`src/rtl/cicd_pkg.sv`:
```
package cicd_pkg;
  localparam int RES_W = 16;

  // stage count from the order code; code 0 behaves as a single stage
  function automatic int stage_count(input logic [1:0] code);
    return (code == 2'd0) ? 1 : int'(code);
  endfunction

  function automatic int ceil_log2(input int n);
    int lg;
    lg = 0;
    for (int i = 0; i < 16; i++) begin
      if ((1 << i) < n) lg = i + 1;
    end
    return lg;
  endfunction

  // right shift that keeps the worst-case cascade output within 16 bits
  function automatic logic [4:0] scale_shift(input logic [1:0] code, input int n);
    int g;
    g = stage_count(code) * ceil_log2(n);
    return (g > RES_W - 1) ? 5'(g - (RES_W - 1)) : 5'd0;
  endfunction

  function automatic logic signed [15:0] clamp16(input logic signed [31:0] v);
    if (v > 32'sd32767) return 16'sh7fff;
    if (v < -32'sd32768) return 16'sh8000;
    return v[15:0];
  endfunction
endpackage

```
`src/rtl/cicd_sampler.sv`:
```
module cicd_sampler (
  input  logic clk,
  input  logic rst_n,
  input  logic clr,
  input  logic mod_clk,
  input  logic bit_in,
  input  logic dbl_mode,
  output logic smp_stb,
  output logic smp_bit
);
  logic mclk_q, half_q;
  logic rise_w, fall_w, take_w;

  assign rise_w = mod_clk & ~mclk_q;
  assign fall_w = ~mod_clk & mclk_q;
  assign take_w = dbl_mode ? (fall_w & half_q) : rise_w;

  always_ff @(posedge clk or negedge rst_n) begin
    if (!rst_n) begin
      mclk_q  <= 1'b0;
      half_q  <= 1'b0;
      smp_stb <= 1'b0;
      smp_bit <= 1'b0;
    end else begin
      mclk_q  <= mod_clk;
      smp_bit <= bit_in;
      if (clr) begin
        half_q  <= 1'b0;
        smp_stb <= 1'b0;
      end else begin
        smp_stb <= take_w;
        if (dbl_mode && fall_w) half_q <= ~half_q;
      end
    end
  end


  strobe_gap_chk: assert property (@(posedge clk) disable iff (!rst_n)
    smp_stb |=> !smp_stb);
endmodule

```
`src/rtl/cicd_core.sv`:
```
module cicd_core #(
  parameter int STG  = 3,
  parameter int DCW  = 9,
  parameter int ACCW = 26
) (
  input  logic                   clk,
  input  logic                   rst_n,
  input  logic                   clr,
  input  logic                   smp_stb,
  input  logic                   smp_bit,
  input  logic [1:0]             order_sel,
  input  logic [DCW-1:0]         dec_factor,
  input  logic [DCW-1:0]         start_val,
  output logic signed [ACCW-1:0] raw_q,
  output logic                   raw_vld,
  output logic [DCW-1:0]         dcnt_q,
  output logic                   tick
);
  localparam int IDXW = (STG > 1) ? $clog2(STG) : 1;

  logic signed [ACCW-1:0] acc_q   [STG];
  logic signed [ACCW-1:0] dly_q   [STG];
  logic signed [ACCW-1:0] integ_n [STG];
  logic signed [ACCW-1:0] comb_n  [STG];
  logic signed [ACCW-1:0] inc_w, tap_w, out_w;
  logic [IDXW-1:0]        tap_idx;

  // +1 for a one, -1 for a zero
  assign inc_w = {{(ACCW-1){~smp_bit}}, 1'b1};
  assign tick  = smp_stb & ~clr & (dcnt_q >= dec_factor - 1'b1);

  always_comb begin
    int sel_i;
    sel_i = cicd_pkg::stage_count(order_sel) - 1;
    if (sel_i > STG - 1) sel_i = STG - 1;
    tap_idx = IDXW'(sel_i);
    integ_n[0] = acc_q[0] + inc_w;
    for (int s = 1; s < STG; s++) integ_n[s] = acc_q[s] + integ_n[s-1];
    tap_w = integ_n[tap_idx];
    comb_n[0] = tap_w - dly_q[0];
    for (int s = 1; s < STG; s++) comb_n[s] = comb_n[s-1] - dly_q[s];
    out_w = comb_n[tap_idx];
  end

  always_ff @(posedge clk or negedge rst_n) begin
    if (!rst_n) begin
      for (int s = 0; s < STG; s++) begin
        acc_q[s] <= '0;
        dly_q[s] <= '0;
      end
      dcnt_q  <= '0;
      raw_q   <= '0;
      raw_vld <= 1'b0;
    end else if (clr) begin
      for (int s = 0; s < STG; s++) begin
        acc_q[s] <= '0;
        dly_q[s] <= '0;
      end
      dcnt_q  <= start_val;
      raw_vld <= 1'b0;
    end else begin
      raw_vld <= tick;
      if (smp_stb) begin
        for (int s = 0; s < STG; s++) acc_q[s] <= integ_n[s];
        dcnt_q <= tick ? '0 : dcnt_q + 1'b1;
      end
      if (tick) begin
        dly_q[0] <= tap_w;
        for (int s = 1; s < STG; s++) dly_q[s] <= comb_n[s-1];
        raw_q <= out_w;
      end
    end
  end


  dec_wrap_chk: assert property (@(posedge clk) disable iff (!rst_n)
    tick |=> (dcnt_q == '0) && raw_vld);
endmodule

```
`src/rtl/cicd_result.sv`:
```
module cicd_result #(
  parameter int DCW  = 9,
  parameter int ACCW = 26,
  parameter int RCW  = 8
) (
  input  logic                   clk,
  input  logic                   rst_n,
  input  logic                   clr,
  input  logic signed [ACCW-1:0] raw_q,
  input  logic                   raw_vld,
  input  logic [1:0]             order_sel,
  input  logic [DCW-1:0]         dec_factor,
  input  logic signed [15:0]     offset,
  output logic signed [15:0]     result,
  output logic                   result_valid,
  output logic [RCW-1:0]         rcnt_q
);
  localparam logic signed [ACCW-1:0] LIM = ACCW'(32768);

  logic [4:0]             shamt_w;
  logic signed [ACCW-1:0] shifted_w;
  logic signed [31:0]     diff_w;

  assign shamt_w   = cicd_pkg::scale_shift(order_sel, int'(dec_factor));
  assign shifted_w = raw_q >>> shamt_w;
  assign diff_w    = 32'(shifted_w) - 32'(offset);

  always_ff @(posedge clk or negedge rst_n) begin
    if (!rst_n) begin
      result       <= '0;
      result_valid <= 1'b0;
      rcnt_q       <= '0;
    end else if (clr) begin
      result_valid <= 1'b0;
      rcnt_q       <= '0;
    end else begin
      result_valid <= raw_vld;
      if (raw_vld) begin
        result <= cicd_pkg::clamp16(diff_w);
        rcnt_q <= rcnt_q + 1'b1;
      end
    end
  end


  no_overflow_chk: assert property (@(posedge clk) disable iff (!rst_n)
    raw_vld |-> (shifted_w <= LIM) && (shifted_w >= -LIM));

  valid_pulse_chk: assert property (@(posedge clk) disable iff (!rst_n)
    result_valid |=> !result_valid);

  valid_follow_chk: assert property (@(posedge clk) disable iff (!rst_n)
    (raw_vld && !clr) |=> result_valid);
endmodule

```
`src/rtl/cicd_stamp.sv`:
```
module cicd_stamp #(
  parameter int DCW = 9,
  parameter int RCW = 8
) (
  input  logic               clk,
  input  logic               rst_n,
  input  logic               trig_in,
  input  logic               trig_fall,
  input  logic signed [15:0] result,
  input  logic [DCW-1:0]     dcnt,
  input  logic [RCW-1:0]     rcnt,
  output logic signed [15:0] ts_result,
  output logic [DCW-1:0]     ts_dcount,
  output logic [RCW-1:0]     ts_rcount
);
  logic trig_q, trig_edge_w;

  assign trig_edge_w = trig_fall ? (~trig_in & trig_q) : (trig_in & ~trig_q);

  always_ff @(posedge clk or negedge rst_n) begin
    if (!rst_n) begin
      trig_q    <= 1'b0;
      ts_result <= '0;
      ts_dcount <= '0;
      ts_rcount <= '0;
    end else begin
      trig_q <= trig_in;
      if (trig_edge_w) begin
        ts_result <= result;
        ts_dcount <= dcnt;
        ts_rcount <= rcnt;
      end
    end
  end


  ts_capture_chk: assert property (@(posedge clk) disable iff (!rst_n)
    trig_edge_w |=> (ts_result == $past(result)) && (ts_rcount == $past(rcnt)));
endmodule

```
`src/rtl/cic_decimator.sv`:
```
module cic_decimator #(
  parameter int MAXN = 256,
  parameter int STG  = 3,
  parameter int RCW  = 8,
  localparam int DCW  = $clog2(MAXN + 1),
  localparam int ACCW = STG * $clog2(MAXN) + 2
) (
  input  logic               clk,
  input  logic               rst_n,
  input  logic               clr,
  input  logic               mod_clk,
  input  logic               bit_in,
  input  logic               dbl_mode,
  input  logic [1:0]         order_sel,
  input  logic [DCW-1:0]     dec_factor,
  input  logic [DCW-1:0]     start_val,
  input  logic signed [15:0] offset,
  input  logic               trig_in,
  input  logic               trig_fall,
  output logic signed [15:0] result,
  output logic               result_valid,
  output logic signed [15:0] ts_result,
  output logic [DCW-1:0]     ts_dcount,
  output logic [RCW-1:0]     ts_rcount
);
  logic                   smp_stb, smp_bit;
  logic signed [ACCW-1:0] raw_q;
  logic                   raw_vld, tick;
  logic [DCW-1:0]         dcnt_q;
  logic [RCW-1:0]         rcnt_q;

  cicd_sampler u_smp (
    .clk(clk), .rst_n(rst_n), .clr(clr), .mod_clk(mod_clk), .bit_in(bit_in),
    .dbl_mode(dbl_mode), .smp_stb(smp_stb), .smp_bit(smp_bit)
  );

  cicd_core #(.STG(STG), .DCW(DCW), .ACCW(ACCW)) u_core (
    .clk(clk), .rst_n(rst_n), .clr(clr), .smp_stb(smp_stb), .smp_bit(smp_bit),
    .order_sel(order_sel), .dec_factor(dec_factor), .start_val(start_val),
    .raw_q(raw_q), .raw_vld(raw_vld), .dcnt_q(dcnt_q), .tick(tick)
  );

  cicd_result #(.DCW(DCW), .ACCW(ACCW), .RCW(RCW)) u_res (
    .clk(clk), .rst_n(rst_n), .clr(clr), .raw_q(raw_q), .raw_vld(raw_vld),
    .order_sel(order_sel), .dec_factor(dec_factor), .offset(offset),
    .result(result), .result_valid(result_valid), .rcnt_q(rcnt_q)
  );

  cicd_stamp #(.DCW(DCW), .RCW(RCW)) u_ts (
    .clk(clk), .rst_n(rst_n), .trig_in(trig_in), .trig_fall(trig_fall),
    .result(result), .dcnt(dcnt_q), .rcnt(rcnt_q),
    .ts_result(ts_result), .ts_dcount(ts_dcount), .ts_rcount(ts_rcount)
  );


  clear_quiet_chk: assert property (@(posedge clk) disable iff (!rst_n)
    clr |=> !result_valid && (dcnt_q == $past(start_val)));
endmodule

```
`config.mk`:
```
export PLATFORM = sky130hd
export DESIGN_NAME = cic_decimator
export DESIGN_NICKNAME = d
export VERILOG_FILES = /design/src/rtl/cicd_pkg.sv /design/src/rtl/cicd_sampler.sv /design/src/rtl/cicd_core.sv /design/src/rtl/cicd_result.sv /design/src/rtl/cicd_stamp.sv /design/src/rtl/cic_decimator.sv
export SDC_FILE = /design/constraint.sdc
export NUM_CORES = 1
export LEC_CHECK = 0
export BUFFER_PORTS_ARGS = -buffer_cell sky130_fd_sc_hd__buf_4
export CORE_UTILIZATION = 40
export CTS_BUF_LIST = sky130_fd_sc_hd__clkbuf_16
export DETAILED_ROUTE_END_ITERATION = 8
export SKIP_LAST_GASP = 1
export SLEW_MARGIN = 20
export SYNTH_ARGS = -nofsm -noshare
export SYNTH_HDL_FRONTEND = slang
export SYNTH_SLANG_ARGS = --single-unit
```
`constraint.sdc`:
```
create_clock -name clk -period 9.5 [get_ports clk]
set_input_delay 0.95 -clock clk [delete_from_list [all_inputs] [get_ports clk]]
set_output_delay 0.95 -clock clk [all_outputs]
set_load 0.02 [all_outputs]
```
==> impl_metrics.yaml <==
power_and_ir_drop:
  p_total_mw: 6.44
  cell_internal_pwr_mw: 3.72
  switching_share_pct: 42.2
  ir_drop_v: 0.000132
  powerDensity_nw_per_um2: 247
  combinationalPowerShare_pct: 60.7
  power_frac_seq_pct: 19.8
  power.leakage_nw: 12.1
  p_clk_share_pct: 19.4
  p_switching_mw: 2.72
synthesis:
  synth.most_common_cell: "nor2_1"
  synth_area_leaders: "dfrtp_1 29%, ha_1 11%, mux2i_1 6.7%, nor2_1 4.7%, o21ai_0 4.6%"
  ys_seq_elements: 255
  synth_warnings: 0
  synthFlopType: "dfrtp_1"
  syn_area_sq_um: 21700
  syn_inst: 2587
  yosys-top-cells-count: "269 x nor2_1, 255 x dfrtp_1, 238 x nand2_1, 201 x o21ai_0, 199 x ha_1"
  postSynth.asyncResetShare_pct: 100
  seq_area_frac_synth_pct: 29.4
  syn_area_per_cell_sq_um: 8.39
  synth_top_area_share_pct: 29.4
  synth-edff-count: 0
  yosysUniqueCellTypes: 86
  syn-num-nets: 2838
  yosysTopAreaCell: "dfrtp_1"
floorplanning:
  core_sq_um: 53100
  die_w_um: 235
  chipHeight_um: 235
  start_util_pct: 40.9
  placementRows: 84
  dieArea_sq_um: 55200
  io_pins: 94
cells_and_area:
  multiInputGateArea_sq_um: 15000
  fin_util_pct: 49.1
  stdcell_count: 3500
  regArea_sq_um: 6380
  fin_nets: 3041
  drive_above_1_share_pct: 18.4
  diodes: 0
  syn_to_final_growth_pct: 20.0
  design_area_sq_um: 26000
  fill_cells: 4971
grt:
  grt.total_usage_pct: 21.2
  grt-busiest-layer: "met2"
  use_met1_pct: 26.6
  grt_max_degree: 98
  met2_usage_pct: 37.4
  grt_pass1_wl_um: 96800
  overflow: 0
  grtUsageMet3_pct: 2.64
  first_global_vias: 19200
  antenna_found_initial: 0
sta:
  finalCriticalPeriod_ns: 9.28
  finClkSkew_ns: 0.0135
  drv_slew: 0
  fin_crit_sh_pct: 97.7
  finalHoldViolCount: 0
  tightest_slew_ns: 1.01
  rsz0062_at_grt: "true"
  hold_ws_ns: 0.418
  setup_viol: 0
  slew_headroom_pct: 32.7
  fmax_mhz: 108
place:
  port_buffers: 93
  hpwl_um: 43900
  dp_cells: 3419
  placed_area_sq_um: 24000
  gp_congestion: 0.915
worst_setup_path:
  crit_buf_inv: 4
  setup.worst_path.start_class: "flop"
  cp_top_family: "compound AO/OA/AOI/OAI gates"
  cp.depth: 47
  crit_path_max_incr_delay_ns: 0.42
  worst_r2r_endpoint: "u_core.raw_q[25]$_DFFE_PN0P_"
  worstRegToRegCells: 47
  critPathCaptureType: "flop"
  worstSetupEndpoint: "u_core.raw_q[25]$_DFFE_PN0P_"
  r2r_slack_ns: 0.22
  cp_common_cell: "nor2_1"
  worstReg2RegStart: "u_smp.smp_bit$_DFF_PN0_"
  critPathArrivalTime_ns: 9.70
  path_max_fanout: 5
  startpoint: "u_smp.smp_bit$_DFF_PN0_"
  crit_path_top_delay_cell: "o41ai_2"
  critPathKind: "flop to flop"
  cp.required_ns: 9.92
clock_tree:
  clock_latency_ns: 0.55
  cts_max_level: 2
  hold_buffers: 0
  clk_path_buf_depth: 3
  cts.sinks: 255
  cts_root_buf: "clkbuf_16"
  cts_tree: "built"
  cts.clk_slew.worst_paths_ns: 0.06
  cts_buffers: 34
route:
  drt_wl_total_um: 59700
  drt_iter0_markers: 924
  vias: 19400
  wl_per_cell_um: 17.1
  final_antenna_net_count: 0
  viasPerCell: 5.55
  route.detailed.drc: 0
  dr.pass1.iters: 5
outcome:
  status: "complete, no violations"
job:
  cap_violations: 0
hold_path:
  hp-class: "input pin to asynchronous set/reset pin"
## power by group through the flow
stage	registers, mW	logic, mW	clock network (mW)
5_1_grt	1.29	4.35	1.33
6_report	1.28	3.91	1.25
4_1_cts	1.28	3.68	1.29
2_1_floorplan	1.27	2.57	0
3_3_place_gp	1.29	3.57	0
3_5_place_dp	1.29	3.64	0
## metal layers
layer / vias up / wire, um
met2: 393 / 28900
met4: 0 / 1600
li1: 9643 / -
met3: 99 / 2280
met1: 9301 / 26900
met5: - / 0
## worst min path at each step
stage	depth (start not counted)	start	slack, ns	endpoint
4_1_cts	1	rst_n	0.47	u_ts.ts_rcount[6]$_DFFE_PN0P_
3_5_place_dp	2	u_core.dly_q[38]$_DFFE_PN0P_	0.49	u_core.dly_q[38]$_DFFE_PN0P_
2_1_floorplan	2	u_core.raw_q[3]$_DFFE_PN0P_	0.45	u_core.raw_q[3]$_DFFE_PN0P_
5_1_grt	1	rst_n	0.51	u_res.result_valid$_DFF_PN0_
6_report	1	rst_n	0.42	u_res.result_valid$_DFF_PN0_
3_3_place_gp	2	u_core.dly_q[38]$_DFFE_PN0P_	0.48	u_core.dly_q[38]$_DFFE_PN0P_
## cell usage in the layout (no fill, tap or decap), types with 50 or more instances in the layout
master / n
o31ai_1: 56
o21ai_0: 183
ha_1: 182
buf_4: 268
nor2_1: 265
xor2_1: 50
inv_1: 159
a21oi_1: 167
nand2_1: 233
xnor2_1: 99
mux2i_1: 145
a21o_1: 72
dfrtp_1: 254
nor3_1: 52
## state kept, by name, summed over array words and instances, names as in the netlist
register / cells
u_core.raw_q: 26
u_smp.smp_bit: 1
u_smp.smp_stb: 1
u_core.raw_vld: 1
u_ts.ts_dcount: 9
u_ts.ts_result: 16
u_core.dly_q: 78
u_res.rcnt_q: 8
u_res.result_valid: 1
u_smp.half_q: 1
u_smp.mclk_q: 1
u_ts.trig_q: 1
u_res.result: 16
u_core.dcnt_q: 9
u_ts.ts_rcount: 8
u_core.acc_q: 78
## area by class of cell
| cell class | count | area share, % |
|---|---|---|
| clock inverter | 23 | 0.725 |
| inverter | 158 | 2.29 |
| multi-input combinational | 2068 | 57.8 |
| sequential | 255 | 24.5 |
| clock buffer | 35 | 3.36 |
| timing repair buffer | 273 | 8.05 |
| tap | 688 | 3.31 |
## logic make-up (layout without fill, tap and decap cells)
| group | after synthesis | count (layout) | synth area share [%] |
|---|---|---|---|
| muxes | 191 | 191 | 9.07 |
| DFF | 255 | 255 | 29.4 |
| AOI/OAI and AO/OA | 752 | 752 | 21.8 |
| xor gates and xnor gates | 171 | 171 | 7.04 |
| buffers and inverters | 264 | 489 | 4.94 |
| adders and majority gates | 207 | 207 | 12.2 |
| and+or+nand+nor | 747 | 747 | 15.5 |
## per-stage QoR
stage,setup slack (ns),setup TNS (ns)
after CTS,0.00917,0
after global routing,-0.257,-0.426
after floorplan,0.217,0
final,0.221,0
after global placement,-0.0459,-0.0533
after detailed placement,-0.188,-0.370
## what timing repair did
action | in CTS | in global routing
setup endpoints to repair | 3 | 22
pin swaps | 8 | 62
resized for setup | 27 | 135
setup buffers | 1 | 21
(Power assumes the default switching activity.)
